File: src/rtl/mbox_fifo_pkg.sv
package mbox_fifo_pkg;

  // Register byte offsets (decoded by software, so kept fixed)
  localparam logic [7:0] OFS_PUSH  = 8'hAC;
  localparam logic [7:0] OFS_POP   = 8'hB0;
  localparam logic [7:0] OFS_STAT  = 8'hB4;
  localparam logic [7:0] OFS_WMARK = 8'hB8;
  localparam logic [7:0] OFS_EN_TX = 8'hBC;
  localparam logic [7:0] OFS_EN_RX = 8'hC0;
  localparam logic [7:0] OFS_CLR   = 8'hC4;
  localparam logic [7:0] OFS_ISTAT = 8'hC8;
  localparam logic [7:0] OFS_RST   = 8'hCC;

  // Interrupt status bit positions
  localparam int IB_FULL   = 2;
  localparam int IB_EMPTY  = 3;
  localparam int IB_WM_UP  = 4;
  localparam int IB_WM_DN  = 5;
  localparam int IB_OVF    = 6;
  localparam int IB_UDF    = 7;
  localparam int IB_NEMPTY = 8;
  localparam int IRQ_W     = 9;
  localparam logic [IRQ_W-1:0] IRQ_IMPL = 9'h1FC;

  typedef struct packed {
    logic wm;
    logic full;
    logic empty;
  } lvl_t;

endpackage

File: src/rtl/mbox_fifo_store.sv
module mbox_fifo_store #(
  parameter int DEPTH = 32,
  parameter int DW    = 32,
  localparam int PW   = (DEPTH > 1) ? $clog2(DEPTH) : 1,
  localparam int CW   = $clog2(DEPTH + 1)
) (
  input  logic          clk,
  input  logic          rst_n,
  input  logic          flush,
  input  logic          push,
  input  logic          pop,
  input  logic [DW-1:0] wdata,
  output logic [DW-1:0] rdata,
  output logic [CW-1:0] fill,
  output logic          full,
  output logic          empty,
  output logic          ovf_ev,
  output logic          udf_ev,
  output logic          ovf_stk,
  output logic          udf_stk
);

  logic [DW-1:0] mem [DEPTH];
  logic [PW-1:0] wp_q, wp_d, rp_q, rp_d;
  logic [CW-1:0] cnt_q, cnt_d;
  logic          ovf_q, ovf_d, udf_q, udf_d;
  logic          do_push, do_pop;

  function automatic logic [PW-1:0] wrap_inc(input logic [PW-1:0] p);
    return (p == PW'(DEPTH - 1)) ? '0 : p + 1'b1;
  endfunction

  assign full    = (cnt_q == CW'(DEPTH));
  assign empty   = (cnt_q == '0);
  assign do_push = push & ~full;
  assign do_pop  = pop & ~empty;
  assign ovf_ev  = push & full;
  assign udf_ev  = pop & empty;
  assign rdata   = empty ? '0 : mem[rp_q];
  assign fill    = cnt_q;
  assign ovf_stk = ovf_q;
  assign udf_stk = udf_q;

  always_comb begin
    wp_d  = wp_q;
    rp_d  = rp_q;
    cnt_d = cnt_q;
    ovf_d = ovf_q | ovf_ev;
    udf_d = udf_q | udf_ev;
    if (flush) begin
      wp_d  = '0;
      rp_d  = '0;
      cnt_d = '0;
      ovf_d = 1'b0;
      udf_d = 1'b0;
    end else begin
      if (do_push) wp_d = wrap_inc(wp_q);
      if (do_pop)  rp_d = wrap_inc(rp_q);
      case ({do_push, do_pop})
        2'b10:   cnt_d = cnt_q + 1'b1;
        2'b01:   cnt_d = cnt_q - 1'b1;
        default: cnt_d = cnt_q;
      endcase
    end
  end

  always_ff @(posedge clk or negedge rst_n) begin
    if (!rst_n) begin
      wp_q  <= '0;
      rp_q  <= '0;
      cnt_q <= '0;
      ovf_q <= 1'b0;
      udf_q <= 1'b0;
    end else begin
      wp_q  <= wp_d;
      rp_q  <= rp_d;
      cnt_q <= cnt_d;
      ovf_q <= ovf_d;
      udf_q <= udf_d;
    end
  end

  // Storage array: no reset, written only under its enable
  always_ff @(posedge clk) begin
    if (do_push & ~flush) mem[wp_q] <= wdata;
  end

endmodule

File: src/rtl/mbox_irq_ctl.sv
module mbox_irq_ctl
  import mbox_fifo_pkg::*;
(
  input  logic             clk,
  input  logic             rst_n,
  input  lvl_t             lvl,
  input  logic             ovf_ev,
  input  logic             udf_ev,
  input  logic             clr_we,
  input  logic             en_tx_we,
  input  logic             en_rx_we,
  input  logic [IRQ_W-1:0] wbits,
  output logic [IRQ_W-1:0] istat,
  output logic [IRQ_W-1:0] en_tx,
  output logic [IRQ_W-1:0] en_rx,
  output logic             irq_tx,
  output logic             irq_rx
);

  lvl_t             prev_q;
  logic [IRQ_W-1:0] ev, ist_q, ist_d, etx_q, etx_d, erx_q, erx_d;

  always_comb begin
    ev            = '0;
    ev[IB_FULL]   = lvl.full  & ~prev_q.full;
    ev[IB_EMPTY]  = lvl.empty & ~prev_q.empty;
    ev[IB_NEMPTY] = ~lvl.empty & prev_q.empty;
    ev[IB_WM_UP]  = lvl.wm  & ~prev_q.wm;
    ev[IB_WM_DN]  = ~lvl.wm & prev_q.wm;
    ev[IB_OVF]    = ovf_ev;
    ev[IB_UDF]    = udf_ev;
  end

  always_comb begin
    ist_d = clr_we ? (ist_q & ~wbits) : ist_q;
    ist_d = (ist_d | ev) & IRQ_IMPL;
    etx_d = en_tx_we ? (wbits & IRQ_IMPL) : etx_q;
    erx_d = en_rx_we ? (wbits & IRQ_IMPL) : erx_q;
  end

  always_ff @(posedge clk or negedge rst_n) begin
    if (!rst_n) begin
      prev_q <= '{wm: 1'b0, full: 1'b0, empty: 1'b1};
      ist_q  <= '0;
      etx_q  <= '0;
      erx_q  <= '0;
    end else begin
      prev_q <= lvl;
      ist_q  <= ist_d;
      etx_q  <= etx_d;
      erx_q  <= erx_d;
    end
  end

  assign istat  = ist_q;
  assign en_tx  = etx_q;
  assign en_rx  = erx_q;
  assign irq_tx = |(ist_q & etx_q);
  assign irq_rx = |(ist_q & erx_q);

endmodule

File: src/rtl/mbox_fifo_chan.sv
module mbox_fifo_chan
  import mbox_fifo_pkg::*;
#(
  parameter int DEPTH = 32,
  parameter int DW    = 32,
  parameter int AW    = 8
) (
  input  logic          clk,
  input  logic          rst_n,
  input  logic          bus_req,
  input  logic          bus_we,
  input  logic [AW-1:0] bus_addr,
  input  logic [DW-1:0] bus_wdata,
  output logic [DW-1:0] bus_rdata,
  output logic          irq_tx,
  output logic          irq_rx
);

  localparam int CW = $clog2(DEPTH + 1);

  logic             wr, rd;
  logic             push_req, pop_req, flush_req, wm_we, clr_we, etx_we, erx_we;
  logic [CW-1:0]    fill, wm_q, wm_d;
  logic             full, empty, ovf_ev, udf_ev, ovf_stk, udf_stk;
  logic [DW-1:0]    pop_data;
  logic [IRQ_W-1:0] istat, en_tx, en_rx;
  lvl_t             lvl;
  logic             unused_wdata;

  assign wr        = bus_req & bus_we;
  assign rd        = bus_req & ~bus_we;
  assign push_req  = wr & (bus_addr == AW'(OFS_PUSH));
  assign pop_req   = rd & (bus_addr == AW'(OFS_POP));
  assign flush_req = wr & (bus_addr == AW'(OFS_RST)) & bus_wdata[0];
  assign wm_we     = wr & (bus_addr == AW'(OFS_WMARK));
  assign clr_we    = wr & (bus_addr == AW'(OFS_CLR));
  assign etx_we    = wr & (bus_addr == AW'(OFS_EN_TX));
  assign erx_we    = wr & (bus_addr == AW'(OFS_EN_RX));
  assign unused_wdata = ^bus_wdata[DW-1:IRQ_W];

  mbox_fifo_store #(.DEPTH(DEPTH), .DW(DW)) u_store (
    .clk     (clk),
    .rst_n   (rst_n),
    .flush   (flush_req),
    .push    (push_req),
    .pop     (pop_req),
    .wdata   (bus_wdata),
    .rdata   (pop_data),
    .fill    (fill),
    .full    (full),
    .empty   (empty),
    .ovf_ev  (ovf_ev),
    .udf_ev  (udf_ev),
    .ovf_stk (ovf_stk),
    .udf_stk (udf_stk)
  );

  // Watermark register
  always_comb begin
    wm_d = wm_q;
    if (flush_req)  wm_d = CW'(DEPTH);
    else if (wm_we) wm_d = bus_wdata[CW-1:0];
  end

  always_ff @(posedge clk or negedge rst_n) begin
    if (!rst_n) wm_q <= CW'(DEPTH);
    else        wm_q <= wm_d;
  end

  assign lvl = '{wm: (fill >= wm_q), full: full, empty: empty};

  mbox_irq_ctl u_irq (
    .clk      (clk),
    .rst_n    (rst_n),
    .lvl      (lvl),
    .ovf_ev   (ovf_ev),
    .udf_ev   (udf_ev),
    .clr_we   (clr_we),
    .en_tx_we (etx_we),
    .en_rx_we (erx_we),
    .wbits    (bus_wdata[IRQ_W-1:0]),
    .istat    (istat),
    .en_tx    (en_tx),
    .en_rx    (en_rx),
    .irq_tx   (irq_tx),
    .irq_rx   (irq_rx)
  );

  always_comb begin
    bus_rdata = '0;
    if (rd) begin
      case (bus_addr)
        AW'(OFS_POP):   bus_rdata = pop_data;
        AW'(OFS_STAT):  bus_rdata = {{(DW-5){1'b0}}, ovf_stk, udf_stk, lvl.empty, lvl.full, lvl.wm};
        AW'(OFS_WMARK): bus_rdata = {{(DW-CW){1'b0}}, wm_q};
        AW'(OFS_EN_TX): bus_rdata = {{(DW-IRQ_W){1'b0}}, en_tx};
        AW'(OFS_EN_RX): bus_rdata = {{(DW-IRQ_W){1'b0}}, en_rx};
        AW'(OFS_ISTAT): bus_rdata = {{(DW-IRQ_W){1'b0}}, istat};
        default:        bus_rdata = '0;
      endcase
    end
  end

endmodule

File: config.mk
export PLATFORM = sky130hd
export DESIGN_NAME = mbox_fifo_chan
export DESIGN_NICKNAME = d
export VERILOG_FILES = /design/src/rtl/mbox_fifo_pkg.sv /design/src/rtl/mbox_fifo_store.sv /design/src/rtl/mbox_irq_ctl.sv /design/src/rtl/mbox_fifo_chan.sv
export SDC_FILE = /design/constraint.sdc
export NUM_CORES = 1
export LEC_CHECK = 0
export BUFFER_PORTS_ARGS = -buffer_cell sky130_fd_sc_hd__buf_2
export CAP_MARGIN = 0
export CORE_ASPECT_RATIO = 1.1
export CORE_MARGIN = 2
export CORE_UTILIZATION = 45
export CTS_BUF_LIST = sky130_fd_sc_hd__clkbuf_8 sky130_fd_sc_hd__clkbuf_16
export DETAILED_ROUTE_END_ITERATION = 10
export PLACE_DENSITY = 0.67
export SETUP_SLACK_MARGIN = 0.2
export SYNTH_ARGS = -nofsm -noshare
export SYNTH_HDL_FRONTEND = slang
export SYNTH_SLANG_ARGS = --single-unit
File: constraint.sdc
create_clock -name clk -period 3.9 [get_ports clk]
set_input_delay 0.195 -clock clk [delete_from_list [all_inputs] [get_ports clk]]
set_output_delay 0.195 -clock clk [all_outputs]
set_load 0.05 [all_outputs]
==> results of run 1 <==
layout by cell type (no fill, tap or decap), types with 5 or more instances in the layout:
cell type / count
a22oi_1: 13
clkbuf_8: 6
nand3_1: 18
mux2_2: 16
a211oi_1: 5
a222oi_1: 6
nand2_1: 142
ha_1: 15
nor3_1: 8
buf_4: 63
clkinv_2: 11
edfxtp_1: 1024
dfrtp_1: 41
inv_1: 38
a2111oi_0: 5
nor2_1: 47
nor2_4: 32
nand3b_1: 5
a21oi_1: 37
clkinv_1: 21
buf_2: 76
bufinv_16: 13
clkbuf_16: 103
buf_12: 33
o21ai_0: 18
nand2b_1: 6
mux2i_1: 10
a311oi_1: 15
a31oi_1: 18
mux4_2: 277
a22o_1: 22
and3_1: 30
dlygate4sd3_1: 8
nor2b_1: 8
metal layers:
metal | part of all wire | GRT usage
met1 | 0.40 | 0.299
met2 | 0.50 | 0.366
met3 | 0.076 | 0.0324
met4 | 0.027 | 0.0672
met5 | 0 | 0
kinds of logic (layout without fill, tap and decap cells):
kind of cell	Yosys count	in the layout	synth area share
muxes	303	303	0.155
buffers and inverters	125	387	0.0126
xor gates and xnor gates	3	3	0.000627
and+or+nand+nor	324	324	0.0358
DFF	1072	1072	0.762
adders and majority gates	15	15	0.00448
AOI/OAI and AO/OA	172	172	0.0288
area by class of cell:
cell class                      instances  area share
Sequential cell                      1072       0.662
Multi-Input combinational cell        817       0.201
Clock buffer                          109      0.0551
Timing Repair Buffer                  183      0.0336
Tap cell                             1249      0.0324
Clock inverter                         78      0.0147
Inverter                               17     0.00137
final timing paths:
| path | start | endpoint | slack, ns |
|---|---|---|---|
| worst max-delay path | u_store.rp_q[0] | bus_rdata[3] | 0.31 |
| worst min-delay path | bus_wdata[10] | u_store.mem[5][10] | 0.04 |
| worst max register to register | u_store.fill[1] | u_store.mem[31][23] | 0.66 |
| worst min register to register | u_irq.prev_q[1] | u_irq.istat[2] | 0.45 |
| max in group asynchronous | rst_n | u_store.rp_q[2] | 2.85 |
| min in group asynchronous | rst_n | u_store.fill[2] | 0.25 |
worst max-delay path, cell delays in order, from the launching register on:
cell and delay [ns]:
dfrtp_4 0.45, buf_12 0.15, buf_4 0.26, mux4_2 0.55
mux4_2 0.51, a21oi_1 0.37, o22ai_1 0.15, buf_2 0.24
cell usage after synthesis (3+ instances only):
library cell | count | area (µm²)
dfrtp_1 | 46 | 1150
o211ai_1 | 3 | 22.5
a22o_1 | 22 | 193
o31ai_1 | 3 | 22.5
a211oi_1 | 6 | 45.0
clkbuf_1 | 59 | 221
inv_1 | 15 | 56.3
a31oi_1 | 18 | 113
nand3_1 | 18 | 90.1
nor2b_1 | 8 | 50.1
mux2_2 | 16 | 180
a32oi_1 | 3 | 26.3
a22oi_1 | 14 | 105
edfxtp_1 | 1024 | 30700
and3_1 | 30 | 188
a2111oi_0 | 5 | 43.8
ha_1 | 15 | 188
o21ai_0 | 18 | 90.1
nand2_1 | 142 | 533
o21a_1 | 4 | 30.0
buf_1 | 14 | 52.6
or3_1 | 3 | 18.8
nand3b_1 | 5 | 37.5
nand2b_1 | 6 | 37.5
buf_2 | 32 | 160
a21oi_1 | 38 | 190
a311oi_1 | 15 | 131
and2_1 | 4 | 25.0
nor4_1 | 4 | 25.0
mux2i_1 | 10 | 100
a222oi_1 | 6 | 60.1
mux4_2 | 277 | 6240
nor3_1 | 8 | 40.0
nor2_1 | 79 | 297
o22ai_1 | 4 | 25.0
metrics by stage:
| stage | hold WS, ns | setup slack, ns | power [mW] |
|---|---|---|---|
| finish | 0.0415 | 0.310 | 23.2 |
| global route | 0.0515 | 0.205 | 23.8 |
| CTS | 0.00234 | 0.195 | 23.3 |
| detailed placement | 0.436 | 0.558 | 13.5 |
| global placement | 0.434 | 0.576 | 13.5 |
| floorplan | -0.101 | 0.326 | 13.2 |
flip-flops by register name, indices dropped and copies added, names as in the netlist:
register	count
u_irq.en_rx	7
u_irq.en_tx	7
u_irq.istat	7
u_irq.prev_q	3
u_store.fill	6
u_store.mem	1024
u_store.ovf_stk	1
u_store.rp_q	5
u_store.udf_stk	1
u_store.wp_q	5
wm_q	6
what timing repair did:
item	CTS	global route
endpoints found under the setup margin	23	4
gates cloned	0	0
hold buffers	8	0
endpoints found under the hold margin	84	0
gates resized for setup	1	4
buffers inserted	5	0
power groups by stage:
stage | clock (mW) | combinational [mW] | sequential (mW)
global route | 10.5 | 0.653 | 12.6
finish | 9.90 | 0.598 | 12.7
floorplan | 0 | 0.312 | 12.9
CTS | 10.1 | 0.606 | 12.7
global placement | 0 | 0.565 | 12.9
detailed placement | 0 | 0.589 | 12.9
==> qor.yml, run 1 <==
hold_violations: 0
power.share.switching: 0.196
route.detailed.drc: 0
syn2layout_area_growth_pct: 15.2
nets: 2250
wirelength_mm: 103
track_usage: 0.219
rsz0062_at_grt: "false"
yosysSeqAreaShare: 0.762
combPwrFrac: 0.026
pwr_density_cell_nw_per_um2: 480
cts.sinks: 1072
cp.required_ns: 3.70
ys.flop_type: "edfxtp_1"
multiInputGateArea_um2: 9690
register_area_um2: 32000
vias_per_cell: 6.05
grt_overflow: 0
core_um2: 92400
htree_levels: 3
diodes: 0
clock_path_buffers: 3
finalMaxSlewViolations: 0
fp.dieH_um: 324
drive_above_1_share: 0.291
synth_cell_types: 64
worstSetupStartpointType: "flip-flop"
p_sw_mw: 4.54
gp_congestion: 0.899
grt_pass1_wl_mm: 150
ios: 78
cts_buffers: 100
clk_pin_slew_ns: 0.06
hpwl_mm: 58.6
fin_crit_ns: 3.59
die_x_um: 295
worstHoldPathType: "in2reg"
wl_per_cell_um: 29.2
fmax_mhz: 279
status: "complete, no violations"
synth_warnings: 0
max_slew_margin: 0.266
synthCells: 2014
clkLatencyLatePin_ns: 0.68
critPathCaptureType: "primary output"
hold_depth: 1
async_reset_ff_frac: 0.0448
cellLeakagePower_nw: 15.3
synth_edf_count: 1024
place_area_um2: 44800
placementRows: 117
dp_cells: 3325
grt_max_degree: 50
layout.cells.non_filler: 3525
postLayoutCellArea_um2: 48300
first_pass_iters: 6
cap_violations: 0
worst_pin_slew_ns: 1.10
cts_tree: "built"
ff2ff_path_depth: 7
clock_power_share: 0.428
worst_ep_arrival_time_ns: 3.39
ant_nets: 0
path_max_fanout: 11
fin_crit_sh: 0.920
ys_ff_latch: 1072
synth_area_per_cell_um2: 20.8
vias: 21300
seq_power_share: 0.546
synthesis.nets: 2073
fin_skew_ns: 0.0337
clock_tree.root_cell: "clkbuf_16"
vdd_drop_max_mv: 0.321
grt_antenna_before_repair: 1
internal_power_mw: 18.6
path_class: "reg2out"
final.setup.tns_ns: 0
finish.utilization: 0.523
port_buffers: 77
fillers: 6992
die_area_um2: 95600
netlist_area_um2: 41900
drt_iter0_drc: 2460
setup_viol: 0
grt_pass1_vias: 22000
initial_core_util: 0.454
(Power assumes the default switching activity.)
==> inputs of run 2 (changes only) <==
--- a/config.mk
+++ b/config.mk
@@ -10,7 +10,7 @@
 export CORE_ASPECT_RATIO = 1.1
 export CORE_MARGIN = 2
 export CORE_UTILIZATION = 45
-export CTS_BUF_LIST = sky130_fd_sc_hd__clkbuf_8 sky130_fd_sc_hd__clkbuf_16
+export CTS_BUF_LIST = sky130_fd_sc_hd__clkbuf_4
 export DETAILED_ROUTE_END_ITERATION = 10
 export PLACE_DENSITY = 0.67
 export SETUP_SLACK_MARGIN = 0.2
==> constraint.sdc (replaced) <==
create_clock -name clk -period 3.9 [get_ports clk]
set_input_delay 0.39 -clock clk [delete_from_list [all_inputs] [get_ports clk]]
set_output_delay 0.39 -clock clk [all_outputs]
set_load 0.05 [all_outputs]
==> qor.yml, run 2 (same netlist as run 1, synthesis figures left out) <==
status: "complete, but fails checks"
violations: "setup timing"
grt_overflow: 0
fin_crit_sh: 1.03
path_class: "reg2out"
crit_chain: "buf_12, buf_16, buf_6, mux4_2, mux4_2, a22oi_2, o41ai_2, buf_4"
holdWs_ns: 0.197
ff2ff_path_depth: 10
cts_buffers: 277
htree_levels: 5
finalMaxSlewViolations: 0
cap_violations: 0
drt_iter0_drc: 2575
mostFrequentLayoutCells: "edfxtp_1, clkbuf_4, mux4_2"
wl_per_cell_um: 28.0
ant_nets: 0
rsz0062_at_grt: "true"
fp.dieH_um: 324
grt_antenna_before_repair: 3
initial_core_util: 0.454
grt_pass1_vias: 24300
cts_tree: "built"
max_slew_margin: 0.264
worst_ep_arrival_time_ns: 3.62
drive_above_1_share: 0.396
grt_max_degree: 58
cts.sinks: 1072
fmax_mhz: 249
cp.required_ns: 3.51
setup_viol: 22
pwr_density_cell_nw_per_um2: 444
postLayoutCellArea_um2: 50200
worstHoldPathType: "in2reg"
worstSetupStartpointType: "flip-flop"
vias_per_cell: 5.94
clk_pin_slew_ns: 0.06
vias: 23200
placementRows: 117
setup_ws_ns: -0.111
fillers: 7044
wirelength_mm: 110
die_x_um: 295
nets: 2553
hold_violations: 0
path_max_fanout: 9
largest_register: "u_store.mem"
first_pass_iters: 6
cp_slowest_stage_delay_ns: 0.49
route.detailed.drc: 0
fin_skew_ns: 0.0911
clock_tree.root_cell: "clkbuf_4"
hold_depth: 7
clkLatencyLatePin_ns: 1.11
fin_crit_ns: 4.01
cpMostUsedCell: "mux4_2"
die_area_um2: 95600
track_usage: 0.233
largest_reg_flops: 1024
vdd_drop_max_mv: 0.226
port_buffers: 77
gp_congestion: 0.877
clock_path_buffers: 4
syn2layout_area_growth_pct: 19.7
core_um2: 92400
place_area_um2: 44900
cellLeakagePower_nw: 16.3
worst_pin_slew_ns: 1.10
critPathSlowestCell: "mux4_2"
pre_cts_slack_ns: 0.511
grt_pass1_wl_mm: 159
critPathCaptureType: "primary output"
hpwl_mm: 59.3
layout_commonest_cell: "edfxtp_1"
ios: 78
==> run 2: routing by layer <==
| metal | track usage | routed length (µm) | up-vias |
|---|---|---|---|
| met5 | 0 | 13 | - |
| li1 | - | - | 9535 |
| met3 | 0.0509 | 9110 | 206 |
| met1 | 0.310 | 42900 | 12200 |
| met2 | 0.379 | 54600 | 1284 |
| met4 | 0.0867 | 3000 | 2 |
==> run 2: repair_timing <==
| action | CTS | global route |
|---|---|---|
| cloned | 11 | 4 |
| hold endpoints to repair | 1112 | 0 |
| gates resized for setup | 117 | 56 |
| setup endpoints to repair | 32 | 32 |
| setup buffers | 35 | 10 |
| pin swaps | 15 | 24 |
| hold buffers | 58 | 0 |
==> run 2: final timing paths <==
| kind | start | slack, ns | to |
|---|---|---|---|
| setup / recovery | u_store.rp_q[0] | -0.11 | bus_rdata[1] |
| hold / removal | bus_addr[2] | 0.20 | u_store.fill[3] |
| setup reg to reg | u_store.fill[1] | 0.81 | u_store.fill[5] |
| hold reg to reg | u_irq.prev_q[1] | 0.46 | u_irq.istat[2] |
| max in group asynchronous | rst_n | 1.73 | u_store.rp_q[0] |
| min in group asynchronous | rst_n | 0.52 | wm_q[0] |
==> run 2: worst max-delay path: cells and delay by family (launching register included) <==
family / cells / cell delay (ns)
buffers and inverters: 4 / 0.68
DFF: 1 / 0.43
muxes: 2 / 0.97
AOI/OAI and AO/OA: 2 / 0.43
==> run 2: report_power, final <==
part           internal (mW)  total (mW)  switching [mW]  leakage, nW
clock                   4.62        8.87            4.25         1.89
combinational          0.351       0.749           0.398         4.61
sequential              12.6        12.6          0.0303         9.82
total                   17.6        22.3            4.68         16.3
==> run 2: cell type report <==
cell class	count	area, µm²	area share
tap	1249	1560	0.0311
timing repair buffer	309	3350	0.0668
antenna	4	10.0	0.000199
clock buffer	382	2870	0.0572
inverter	17	76.3	0.00152
clock inverter	60	280	0.00559
multi-input combinational	817	10100	0.200
sequential	1072	32000	0.637
==> run 2: metrics by stage <==
step	std cells	setup TNS (ns)	total power, mW	utilization
2_1_floorplan	2014	0	13.2	-
3_3_place_gp	3346	0	13.5	0.486
3_5_place_dp	3346	0	13.5	0.486
4_1_cts	3892	-4.82	22.4	0.539
5_1_grt	3910	-6.53	23.2	0.543
6_report	3910	-1.12	22.3	0.543
